`src/rtl/dcv_pkg.sv`:
```
package dcv_pkg;
  typedef enum logic [1:0] {
    RM_NEAR = 2'd0,
    RM_POS  = 2'd1,
    RM_NEG  = 2'd2,
    RM_ZERO = 2'd3
  } rmode_e;

  typedef enum logic [1:0] {
    RG_SMALL = 2'd0,  // magnitude below one half
    RG_MID   = 2'd1,  // shift-and-round path
    RG_BIG   = 2'd2   // saturate path
  } region_e;

  typedef struct packed {
    logic invalid;
    logic inexact;
    logic denorm;
  } flags_t;
endpackage

```
`src/rtl/dcv_classify.sv`:
```
module dcv_classify #(
  parameter int EXP_W  = 11,
  parameter int FRAC_W = 52,
  parameter int WORK_W = 64,
  localparam int DBL_W = 1 + EXP_W + FRAC_W,
  localparam int PAD_W = WORK_W - 1 - FRAC_W
) (
  input  logic [DBL_W-1:0]  operand_i,
  output logic              sign_o,
  output logic [EXP_W-1:0]  exp_o,
  output logic [WORK_W-1:0] sig_o,
  output logic              is_nan_o,
  output logic              is_zero_o,
  output logic              is_denorm_o
);
  logic [FRAC_W-1:0] frac;
  logic              exp_zero, exp_ones, frac_nz;

  assign sign_o   = operand_i[DBL_W-1];
  assign exp_o    = operand_i[FRAC_W +: EXP_W];
  assign frac     = operand_i[FRAC_W-1:0];
  assign exp_zero = (exp_o == '0);
  assign exp_ones = &exp_o;
  assign frac_nz  = |frac;

  // hidden bit lands on the top bit of the working significand
  assign sig_o       = {~exp_zero, frac, {PAD_W{1'b0}}};
  assign is_nan_o    = exp_ones & frac_nz;
  assign is_zero_o   = exp_zero & ~frac_nz;
  assign is_denorm_o = exp_zero & frac_nz;
endmodule

```
`src/rtl/dcv_align.sv`:
```
module dcv_align
  import dcv_pkg::*;
#(
  parameter int EXP_W  = 11,
  parameter int WORK_W = 64,
  parameter int INT_W  = 32,
  localparam int BIAS  = (1 << (EXP_W - 1)) - 1,
  localparam int SH_W  = EXP_W + 1
) (
  input  logic [EXP_W-1:0]  exp_i,
  input  logic [WORK_W-1:0] sig_i,
  output region_e           region_o,
  output logic [INT_W-1:0]  int_o,
  output logic [WORK_W-1:0] rem_o
);
  localparam logic [EXP_W-1:0] EXP_BIG = EXP_W'(BIAS + INT_W);
  localparam logic [EXP_W-1:0] EXP_MID = EXP_W'(BIAS - 1);
  localparam logic [SH_W-1:0]  SH_BASE = SH_W'(BIAS + WORK_W - 1);

  logic [SH_W-1:0] rsh, lsh;

  assign rsh = SH_BASE - {1'b0, exp_i};
  assign lsh = SH_W'(WORK_W) - rsh;

  always_comb begin
    if (exp_i >= EXP_BIG)      region_o = RG_BIG;
    else if (exp_i >= EXP_MID) region_o = RG_MID;
    else                       region_o = RG_SMALL;
  end

  // rsh lies in [WORK_W-INT_W, WORK_W] on the mid path
  assign int_o = INT_W'(sig_i >> rsh);
  assign rem_o = sig_i << lsh;
endmodule

```
`src/rtl/dcv_round.sv`:
```
module dcv_round
  import dcv_pkg::*;
#(
  parameter int WORK_W = 64,
  parameter int INT_W  = 32
) (
  input  region_e           region_i,
  input  rmode_e            rmode_i,
  input  logic              sign_i,
  input  logic              is_signed_i,
  input  logic              is_nan_i,
  input  logic              is_zero_i,
  input  logic              is_denorm_i,
  input  logic [INT_W-1:0]  int_i,
  input  logic [WORK_W-1:0] rem_i,
  output logic [INT_W-1:0]  result_o,
  output flags_t            flags_o
);
  localparam logic [WORK_W-1:0] HALF = {1'b1, {(WORK_W-1){1'b0}}};
  localparam logic [INT_W-1:0]  UMAX = '1;
  localparam logic [INT_W-1:0]  SMAX = {1'b0, {(INT_W-1){1'b1}}};
  localparam logic [INT_W-1:0]  SMIN = {1'b1, {(INT_W-1){1'b0}}};
  localparam logic [INT_W-1:0]  ONE  = INT_W'(1);

  logic [WORK_W-1:0] incr;
  logic [WORK_W:0]   rsum;
  logic              carry, sat_u, s_over, rem_nz;
  logic [INT_W-1:0]  mag;

  always_comb begin
    unique case (rmode_i)
      RM_NEAR: incr = int_i[0] ? HALF : HALF - 1'b1;
      RM_POS:  incr = sign_i ? '0 : '1;
      RM_NEG:  incr = sign_i ? '1 : '0;
      default: incr = '0;
    endcase
  end

  assign rsum   = {1'b0, rem_i} + {1'b0, incr};
  assign carry  = rsum[WORK_W];
  assign sat_u  = carry & (int_i == UMAX);
  assign mag    = int_i + INT_W'(carry & ~sat_u);
  assign rem_nz = |rem_i;
  assign s_over = mag[INT_W-1] & (~sign_i | (|mag[INT_W-2:0]));

  always_comb begin
    result_o        = '0;
    flags_o         = '0;
    flags_o.denorm  = is_denorm_i;
    unique case (region_i)
      RG_BIG: begin
        flags_o.invalid = 1'b1;
        if (is_signed_i) result_o = is_nan_i ? '0 : (sign_i ? SMIN : SMAX);
        else             result_o = sign_i ? '0 : UMAX;
      end
      RG_MID: begin
        if (is_signed_i) begin
          if (s_over) begin
            result_o        = sign_i ? SMIN : SMAX;
            flags_o.invalid = 1'b1;
          end else begin
            result_o        = sign_i ? -mag : mag;
            flags_o.inexact = rem_nz;
          end
        end else begin
          flags_o.invalid = sat_u;
          if (sign_i && mag != '0) begin
            flags_o.invalid = 1'b1;
          end else begin
            result_o        = sign_i ? '0 : mag;
            flags_o.inexact = rem_nz;
          end
        end
      end
      default: begin
        if (!is_zero_i) begin
          flags_o.inexact = 1'b1;
          if (rmode_i == RM_POS && !sign_i) begin
            result_o = ONE;
          end else if (rmode_i == RM_NEG && sign_i) begin
            if (is_signed_i) result_o = UMAX;
            else             flags_o.invalid = 1'b1;
          end
        end
      end
    endcase
  end
endmodule

```
`src/rtl/dbl2int_cvt.sv`:
```
module dbl2int_cvt
  import dcv_pkg::*;
#(
  parameter int EXP_W  = 11,
  parameter int FRAC_W = 52,
  parameter int INT_W  = 32,
  parameter int WORK_W = 64,
  localparam int DBL_W = 1 + EXP_W + FRAC_W,
  localparam int BIAS  = (1 << (EXP_W - 1)) - 1
) (
  input  logic             clk_i,
  input  logic             rst_ni,
  input  logic             valid_i,
  input  logic [DBL_W-1:0] operand_i,
  input  logic             is_signed_i,
  input  logic [1:0]       rmode_i,
  input  logic             trunc_i,
  output logic             valid_o,
  output logic [INT_W-1:0] result_o,
  output logic             invalid_o,
  output logic             inexact_o,
  output logic             denorm_o
);
  logic              sign, is_nan, is_zero, is_denorm;
  logic [EXP_W-1:0]  exp_f;
  logic [WORK_W-1:0] sig, rem;
  logic [INT_W-1:0]  int_part, res_d;
  region_e           region;
  rmode_e            rmode_eff;
  flags_t            flags_d;

  assign rmode_eff = trunc_i ? RM_ZERO : rmode_e'(rmode_i);

  dcv_classify #(.EXP_W(EXP_W), .FRAC_W(FRAC_W), .WORK_W(WORK_W)) i_classify (
    .operand_i  (operand_i),
    .sign_o     (sign),
    .exp_o      (exp_f),
    .sig_o      (sig),
    .is_nan_o   (is_nan),
    .is_zero_o  (is_zero),
    .is_denorm_o(is_denorm)
  );

  dcv_align #(.EXP_W(EXP_W), .WORK_W(WORK_W), .INT_W(INT_W)) i_align (
    .exp_i   (exp_f),
    .sig_i   (sig),
    .region_o(region),
    .int_o   (int_part),
    .rem_o   (rem)
  );

  dcv_round #(.WORK_W(WORK_W), .INT_W(INT_W)) i_round (
    .region_i   (region),
    .rmode_i    (rmode_eff),
    .sign_i     (sign),
    .is_signed_i(is_signed_i),
    .is_nan_i   (is_nan),
    .is_zero_i  (is_zero),
    .is_denorm_i(is_denorm),
    .int_i      (int_part),
    .rem_i      (rem),
    .result_o   (res_d),
    .flags_o    (flags_d)
  );

  always_ff @(posedge clk_i or negedge rst_ni) begin
    if (!rst_ni) begin
      valid_o   <= 1'b0;
      result_o  <= '0;
      invalid_o <= 1'b0;
      inexact_o <= 1'b0;
      denorm_o  <= 1'b0;
    end else begin
      valid_o <= valid_i;
      if (valid_i) begin
        result_o  <= res_d;
        invalid_o <= flags_d.invalid;
        inexact_o <= flags_d.inexact;
        denorm_o  <= flags_d.denorm;
      end
    end
  end


  valid_lat_chk: assert property (@(posedge clk_i) disable iff (!rst_ni)
    valid_o == $past(valid_i));


  signed_nan_chk: assert property (@(posedge clk_i) disable iff (!rst_ni)
    valid_o && $past(is_signed_i && (&operand_i[FRAC_W +: EXP_W]) && (|operand_i[FRAC_W-1:0]))
    |-> (result_o == '0) && invalid_o);


  unsigned_neg_chk: assert property (@(posedge clk_i) disable iff (!rst_ni)
    valid_o && $past(!is_signed_i && operand_i[DBL_W-1]) |-> result_o == '0);


  denorm_flag_chk: assert property (@(posedge clk_i) disable iff (!rst_ni)
    valid_o |-> denorm_o == $past((operand_i[FRAC_W +: EXP_W] == '0) && (|operand_i[FRAC_W-1:0])));


  big_invalid_chk: assert property (@(posedge clk_i) disable iff (!rst_ni)
    valid_o && $past(operand_i[FRAC_W +: EXP_W] >= EXP_W'(BIAS + INT_W)) |-> invalid_o);
endmodule

```
`config.mk`:
```
export PLATFORM = sky130hd
export DESIGN_NAME = dbl2int_cvt
export DESIGN_NICKNAME = d
export VERILOG_FILES = /design/src/rtl/dcv_pkg.sv /design/src/rtl/dcv_classify.sv /design/src/rtl/dcv_align.sv /design/src/rtl/dcv_round.sv /design/src/rtl/dbl2int_cvt.sv
export SDC_FILE = /design/constraint.sdc
export NUM_CORES = 1
export LEC_CHECK = 0
export ABC_AREA = 0
export BUFFER_PORTS_ARGS = -buffer_cell sky130_fd_sc_hd__buf_2
export CORE_MARGIN = 10
export CORE_UTILIZATION = 30
export DETAILED_ROUTE_END_ITERATION = 6
export GPL_ROUTABILITY_DRIVEN = 0
export PLACE_DENSITY = 0.55
export REMOVE_ABC_BUFFERS = 1
export SYNTH_ARGS = -nofsm -noshare
export SYNTH_HDL_FRONTEND = slang
export SYNTH_HIERARCHICAL = 1
export SYNTH_SLANG_ARGS = --single-unit
```
`constraint.sdc`:
```
create_clock -name clk_i -period 1.2 [get_ports clk_i]
set_input_delay 0.06 -clock clk_i [delete_from_list [all_inputs] [get_ports clk_i]]
set_output_delay 0.06 -clock clk_i [all_outputs]
set_load 0.01 [all_outputs]
```
# Word-level counts from Yosys, hierarchy flattened
# Cells that the tools add are included.
[totals]
mem_bits_rw = 0
output_inout_bits = 36
wordCells = 73
latch_bits = 0
inputBits = 71
memories = 0
mem_bits_ro = 0
ff_bits = 36
[op_classes]
n_mux = 32
bitwise = 11
n_eq_ne = 5
reduce_logical = 11
order_cmp = 2
div = 0
shifts = 2
add_sub_neg = 5
n_mul = 0
[op_table]
columns = ["op", "count"]
rows = [
  ["two-way mux 32 bit", 13],
  ["two-way mux 64 bit", 3],
  ["case mux 64 bit (3 select lines)", 1],
  ["adder 64 x 64 -> 65 bit", 1],
  ["case mux 32 bit (2 select lines)", 1],
  ["OR reduction 64 bit", 1],
  ["left shift 64 x 12 -> 64 bit", 1],
  [">> shifter 64 x 12 -> 32 bit", 1],
  ["OR reduction 52 bit", 1],
  ["adder 32 bit", 1],
  ["bitwise AND 1 x 32 -> 32 bit", 1],
  ["equality test 32 bit (second input constant)", 1],
  ["negator 32 bit", 1],
  ["inverter 1 -> 32 bit", 1],
  ["nonzero test 32 bit", 1],
  ["OR reduction 31 bit", 1],
  ["subtractor 11 x 11 -> 12 bit (first input constant)", 1],
  ["subtractor 7 x 12 -> 12 bit (first input constant)", 1],
  ["greater-or-equal comparator 11 x 10 -> 1 bit (second input constant)", 1],
  ["greater-or-equal comparator 11 bit (second input constant)", 1],
  ["zero test 11 bit", 1],
  ["AND reduction 11 bit", 1],
  ["two-way mux 1 bit", 8],
  ["two-way mux 2 bit", 4],
  ["9 further kinds", 20],
]

# Logic depth before layout (Yosys ltp)
[logic_depth]
ltp_word = 16
depth_mapped = 41
ltp_nobuf = 32

# Cells and area by module
# The synthesis kept the hierarchy.
[by_module_without_submodules]
columns = ["module", "cells_per_inst", "seq_area_each_um2", "instances", "area_each_um2"]
rows = [
  ["dcv_align", 1175, 0.0, 1, 8538.2],
  ["dcv_round", 649, 0.0, 1, 4316.6],
  ["dbl2int_cvt", 77, 900.9, 1, 1491.4],
  ["dcv_classify", 104, 0.0, 1, 744.5],
]

# Worst setup path before layout
# OpenSTA, ideal clock, no wires.
[synth_timing]
path_type = "input -> register"
start = "in operand_i[52]"
end = "reg result_o[30]"
setup_ns = 0.125
arrival_time_ns = 9.441
required_ns = 1.075
setup_slack_ns = -8.366
n_path_buf = 8
path_stages = 38
path_cell_list = "buf_4 -> buf_2 -> buf_2 -> inv_2 -> clkbuf_1 -> ha_1 -> buf_2 -> buf_2 -> inv_1 -> clkbuf_1 -> mux2i_1 -> mux2i_1 -> mux4_2 -> nor2_1 -> nor2_1 -> nor3_1 -> nand2b_1 -> a32oi_1 -> (+2 left out) -> a2111oi_0 -> o211ai_1 -> a31oi_1 -> o21ai_0 -> o311ai_0 -> a21boi_0 -> ha_1 -> ha_1 -> clkbuf_1 -> nand4_1 -> nand4_1 -> a2111oi_2 -> o211ai_1 -> or4_1 -> o31a_1 -> nor4_1 -> a311oi_1 -> mux2_2"
[synth_via]
elab_chain_cells = 16
word_cells_on_any_way = 38
cone_classes = "add/sub (5); order compare (2); eq/ne (3); shift (2); mux (13); bitwise (8); reduce/logical (5)"
[synth_lines]
columns = ["item", "line_no", "text"]
rows = [
  ["start, declared", "dbl2int_cvt.sv:14", "input logic [DBL_W-1:0] operand_i,"],
  ["parallel branches: the longest is 2 deep, another holds subtractor 11 x 11 -> 12 bit", "--", ""],
  [">> shifter 64 x 12 -> 32 bit *", "dcv_align.sv:32", "assign int_o = INT_W'(sig_i >> rsh);"],
  ["via int_part[0]", "dbl2int_cvt.sv:27", "logic [INT_W-1:0] int_part, res_d;"],
  ["two-way mux 64 bit", "dcv_round.sv:32", "RM_NEAR: incr = int_i[0] ? HALF : HALF - 1'b1;"],
  ["case mux 64 bit (3 select lines)", "dcv_round.sv:31", "unique case (rmode_i)"],
  ["adder 64 x 64 -> 65 bit", "dcv_round.sv:39", "assign rsum = {1'b0, rem_i} + {1'b0, incr};"],
  ["bitwise AND 1 bit", "dcv_round.sv:41", "assign sat_u = carry & (int_i == UMAX);"],
  ["inverter 1 -> 32 bit", "dcv_round.sv:42", "assign mag = int_i + INT_W'(carry & ~sat_u);"],
  ["bitwise AND 1 x 32 -> 32 bit", "dcv_round.sv:42", ""],
  ["adder 32 bit *", "dcv_round.sv:42", ""],
  ["parallel branches: the longest is 4 deep, another holds negator 32 bit", "--", ""],
  ["two-way mux 32 bit *", "dcv_round.sv:57", "if (is_signed_i) begin"],
  ["case mux 32 bit (2 select lines) *", "dcv_round.sv:50", "unique case (region_i)"],
  ["via res_d[30]", "dbl2int_cvt.sv:27", ""],
  ["end signal, assigned", "dbl2int_cvt.sv:76", "result_o <= res_d;"],
  ["end, declared", "dbl2int_cvt.sv:19", "output logic [INT_W-1:0] result_o,"],
]
# Mark *: on every way through the listed nets, which the timed path passes.
# A chain may end at the register's enable or synchronous reset.

# Worst setup path after layout
[layout_timing]
start = "in operand_i[52]"
end = "reg result_o[26]"
# Same word-level chain as after synthesis.

==> results by group <==
Power and ir drop
  – Worst vdd ir: 0.400 mV
  – P_leak: around 9.8 nW
  – PD cells: roughly 620 mW/mm^2

Timing
  – Final setup TNS: -203.73 ns
  – Slew Viols, Final: 0
  – Highest clock rate: 0.137 GHz
  – RSZ-0062 raised after global routing: true
  – Slew @ Worst Pin: 0.980 ns
  – Fin crit period: between 7 and 8 ns
  – Setup WS post-layout: -6.08 ns
  – Final setup viols: 35
  – Layout Skew: 0 ns
  – Hold Vio Cnt, Final: 0
  – Final Cycle Share: 6.07
  – Rel. slew slack: 0.341

Route
  – Met3 Routed Length: ~5.4 mm
  – Wire length on met1: roughly 28 mm
  – 1st-iter DRT viols: around 2,200
  – Via count: approximately 19,000
  – Overall routed net length: between 60 and 70 mm
  – WL/cell: around 21 um
  – First-pass detailed-route iteration total: 6
  – Final antenna-violating net count: 0
  – Max layer used: met4
  – Drt drc: 0
  – Vias/cell: 5.88
  – Met2 routed WL: between 30 and 40 mm

Floorplan
  – Initial Utilization: 0.302
  – Core Area: approximately 0.050 sq mm
  – Row count: a little over 80
  – Die Width: between 200 and 250 um
  – Die Ht: 244 um
  – Die area: slightly below 0.06 sq mm
  – I/O pin cnt: between 100 and 150

Synthesis
  – Number of flops mapped to enable cells by yosys: 0
  – Post-synthesis sequential area ratio: 0.0597
  – Synth Warn #: 6
  – FFs w/ async S/R, synth: 1.00
  – Cell taking the most area after synthesis: mux4_2
  – Most common flop cell mapped by yosys: dfrtp_1
  – Share of the synthesized area in the top cell type: 0.142
  – Syn Area/Cell: approximately 7.5 sq um
  – Netlist Area Pre-Place: approximately 0.015 sq mm
  – Post-Synthesis Cells: about 2,000
  – Distinct cell type count after synthesis: 84
  – Synthesis-stage register bit count: 36
  – Synth area leaders: mux4_2 (14%), mux2i_1 (9.2%), nand2_1 (6.5%)

GRT
  – Initial antenna violation count: 0
  – Gr usage total: 0.216
  – Number of global-route vias before repair: ~18,000
  – First-pass GRT wire length: roughly 110 mm
  – Largest net degree at the start of global routing: 47
  – Grt ovf: 0

Layout
  – Share of layout cells above drive strength 1: 0.453
  – Area delta synth->final: 46.9%
  – Register area: approximately 900 sq um
  – Core Util, Final: 0.444
  – Multi-input gate area in the final layout: roughly 0.014 sq mm
  – Commonest cells after routing, fill and taps aside: buf_4 (639), nand2_1 (258), nor2_1 (218), mux2i_1 (126), buf_2 (102)
  – FILL cells: 4,886
  – Diodes inserted: 0
  – Most common cell after layout, fill and taps aside: buf_4
  – Final Net Count: between 2,000 and 3,000

Status
  – Status: finished, violations left
  – Failing checks: setup timing

Clock network
  – CTS tree: yes
  – H-tree depth: 2
  – Reg clk slew, reported paths: about 0.06 ns
  – Root Buffer: clkbuf_16
  – Max clock buf depth: 2
  – Clock tree sinks: 36
  – Number of buffers created by CTS: 5
  – Worst skew pair latency: about 0.28 ns

Hold path
  – Worst Hold Class: in -> reg
  – Hold_sp: valid_i
  – Worst hold stages: 2
  – Hold endpoint: valid_o$_DFF_PN0_

Setup path
  – Worst r2r dst: result_o[30]$_DFFE_PN0P_
  – Worst Path Required: around 1.4 ns
  – Crit path launch type: input pin
  – Worst path slowest cell: mux4_2
  – Worst Reg2Reg Path Length in Cells: 1
  – Worst EP arrival: 7.46 ns
  – CP max stage delay: around 0.53 ns
  – Critical path's most frequent cell: buf_4
  – Crit path capture type: flop
  – Crit path kind: in -> reg
  – CP Max Fanout: 8
  – RR Startpoint: result_o[30]$_DFFE_PN0P_
  – R2R setup slack: between 0.4 and 0.5 ns

Placement
  – Port Buffers: roughly 110
  – HPWL Detailed: 55.5 mm

Run
  – Max-Cap Viols: 0
final cells by class:
| class | count | area share |
|---|---|---|
| well taps | 672 | 0.0379 |
| clock buffers | 6 | 0.00581 |
| multi-input cells | 1720 | 0.637 |
| flip-flops and latches | 36 | 0.0406 |
| clock inverters | 1 | 0.000226 |
| inverters | 23 | 0.00423 |
| repair buffers | 789 | 0.274 |
synth_stat cells (6+ instances only):
library cell / number
a2111oi_0: 10
a211oi_1: 62
a21boi_0: 6
a21o_1: 6
a21oi_1: 97
a22oi_1: 11
a311oi_1: 16
a31oi_1: 19
and2_1: 16
and3_1: 28
and4_1: 7
buf_1: 9
buf_2: 58
buf_4: 81
clkbuf_1: 83
dfrtp_1: 36
ha_1: 74
inv_1: 21
mux2_2: 38
mux2_4: 30
mux2i_1: 139
mux4_2: 95
nand2_1: 262
nand2b_1: 10
nand3_1: 56
nand4_1: 41
nor2_1: 233
nor2b_1: 10
nor3_1: 55
nor4_1: 51
o2111ai_1: 15
o211ai_1: 27
o21a_1: 6
o21ai_0: 96
o22ai_1: 15
o31ai_1: 15
o41ai_1: 7
or2_2: 8
or3_1: 17
or4_1: 15
xnor2_1: 26
xor2_1: 11
stage by stage:
| stage | power [W] | cells | hold slack [ns] | worst slack [ns] | cell area, sq um |
|---|---|---|---|---|---|
| final | 0.0138 | 3247 | 0.169 | -6.08 | 22200 |
| after global routing | 0.0146 | 3247 | 0.170 | -6.28 | 22200 |
| after CTS | 0.0132 | 3225 | 0.157 | -5.84 | 21300 |
| after floorplan | 0.00656 | 1779 | -0.236 | -11.49 | 13800 |
| after detailed placement | 0.0114 | 3176 | 0.125 | -7.09 | 20100 |
| after global placement | 0.0113 | 3176 | 0.113 | -6.78 | 20100 |
per-layer routing:
metal  up-vias  track usage
met3       208       0.0251
met5         -            0
li1       8711            -
met2       966        0.368
met1      9195        0.276
met4         0       0.0833
timing repair:
action / in CTS / in global routing
setup endpoints to repair: 35 / 35
hold buffers: 1 / 0
hold endpoints to repair: 36 / 0
cloned: 3 / 1
resized for setup: 158 / 130
pin swaps: 48 / 63
setup buffers: 51 / 22
state kept, by name (all words and copies together), names as in the netlist:
register	flops
invalid_o	1
valid_o	1
result_o	32
inexact_o	1
denorm_o	1
cell families (layout without fill, tap and decap cells):
family,after synthesis,count (layout),share of synthesized area
muxes,302,302,0.292
adders and majority gates,74,74,0.0614
AOI/OAI and AO/OA,464,464,0.208
DFF,36,36,0.0597
and+or+nand+nor,827,827,0.258
buffers and inverters,259,819,0.0936
xor gates and xnor gates,42,42,0.0269
other,1,11,0.000248
worst max path at each step:
stage                  startpoint                       end  cells past startpoint  slack, ns
finish              operand_i[52]  result_o[26]$_DFFE_PN0P_                     40      -6.08
global route        operand_i[52]  result_o[30]$_DFFE_PN0P_                     37      -6.28
CTS                 operand_i[52]  result_o[22]$_DFFE_PN0P_                     35      -5.84
detailed placement  operand_i[53]  result_o[22]$_DFFE_PN0P_                     34      -7.09
global placement    operand_i[52]  result_o[21]$_DFFE_PN0P_                     34      -6.78
floorplan           operand_i[52]  result_o[30]$_DFFE_PN0P_                     30     -11.49
where the power goes:
group	switching [W]	internal [W]
Combinational	0.00596	0.00531
Clock	0.000467	0.000753
Sequential	0.0000458	0.00129
critical path: cells and delay by family:
| family | cells | cell delay, ns |
|---|---|---|
| mux | 4 | 1.10 |
| buf+inv | 11 | 1.59 |
| xor+xnor | 1 | 0.18 |
| simple gates | 9 | 1.56 |
| compound gates | 11 | 2.03 |
| fa+ha+maj | 4 | 0.89 |
Note: power is estimated with default switching activity, not from simulation.
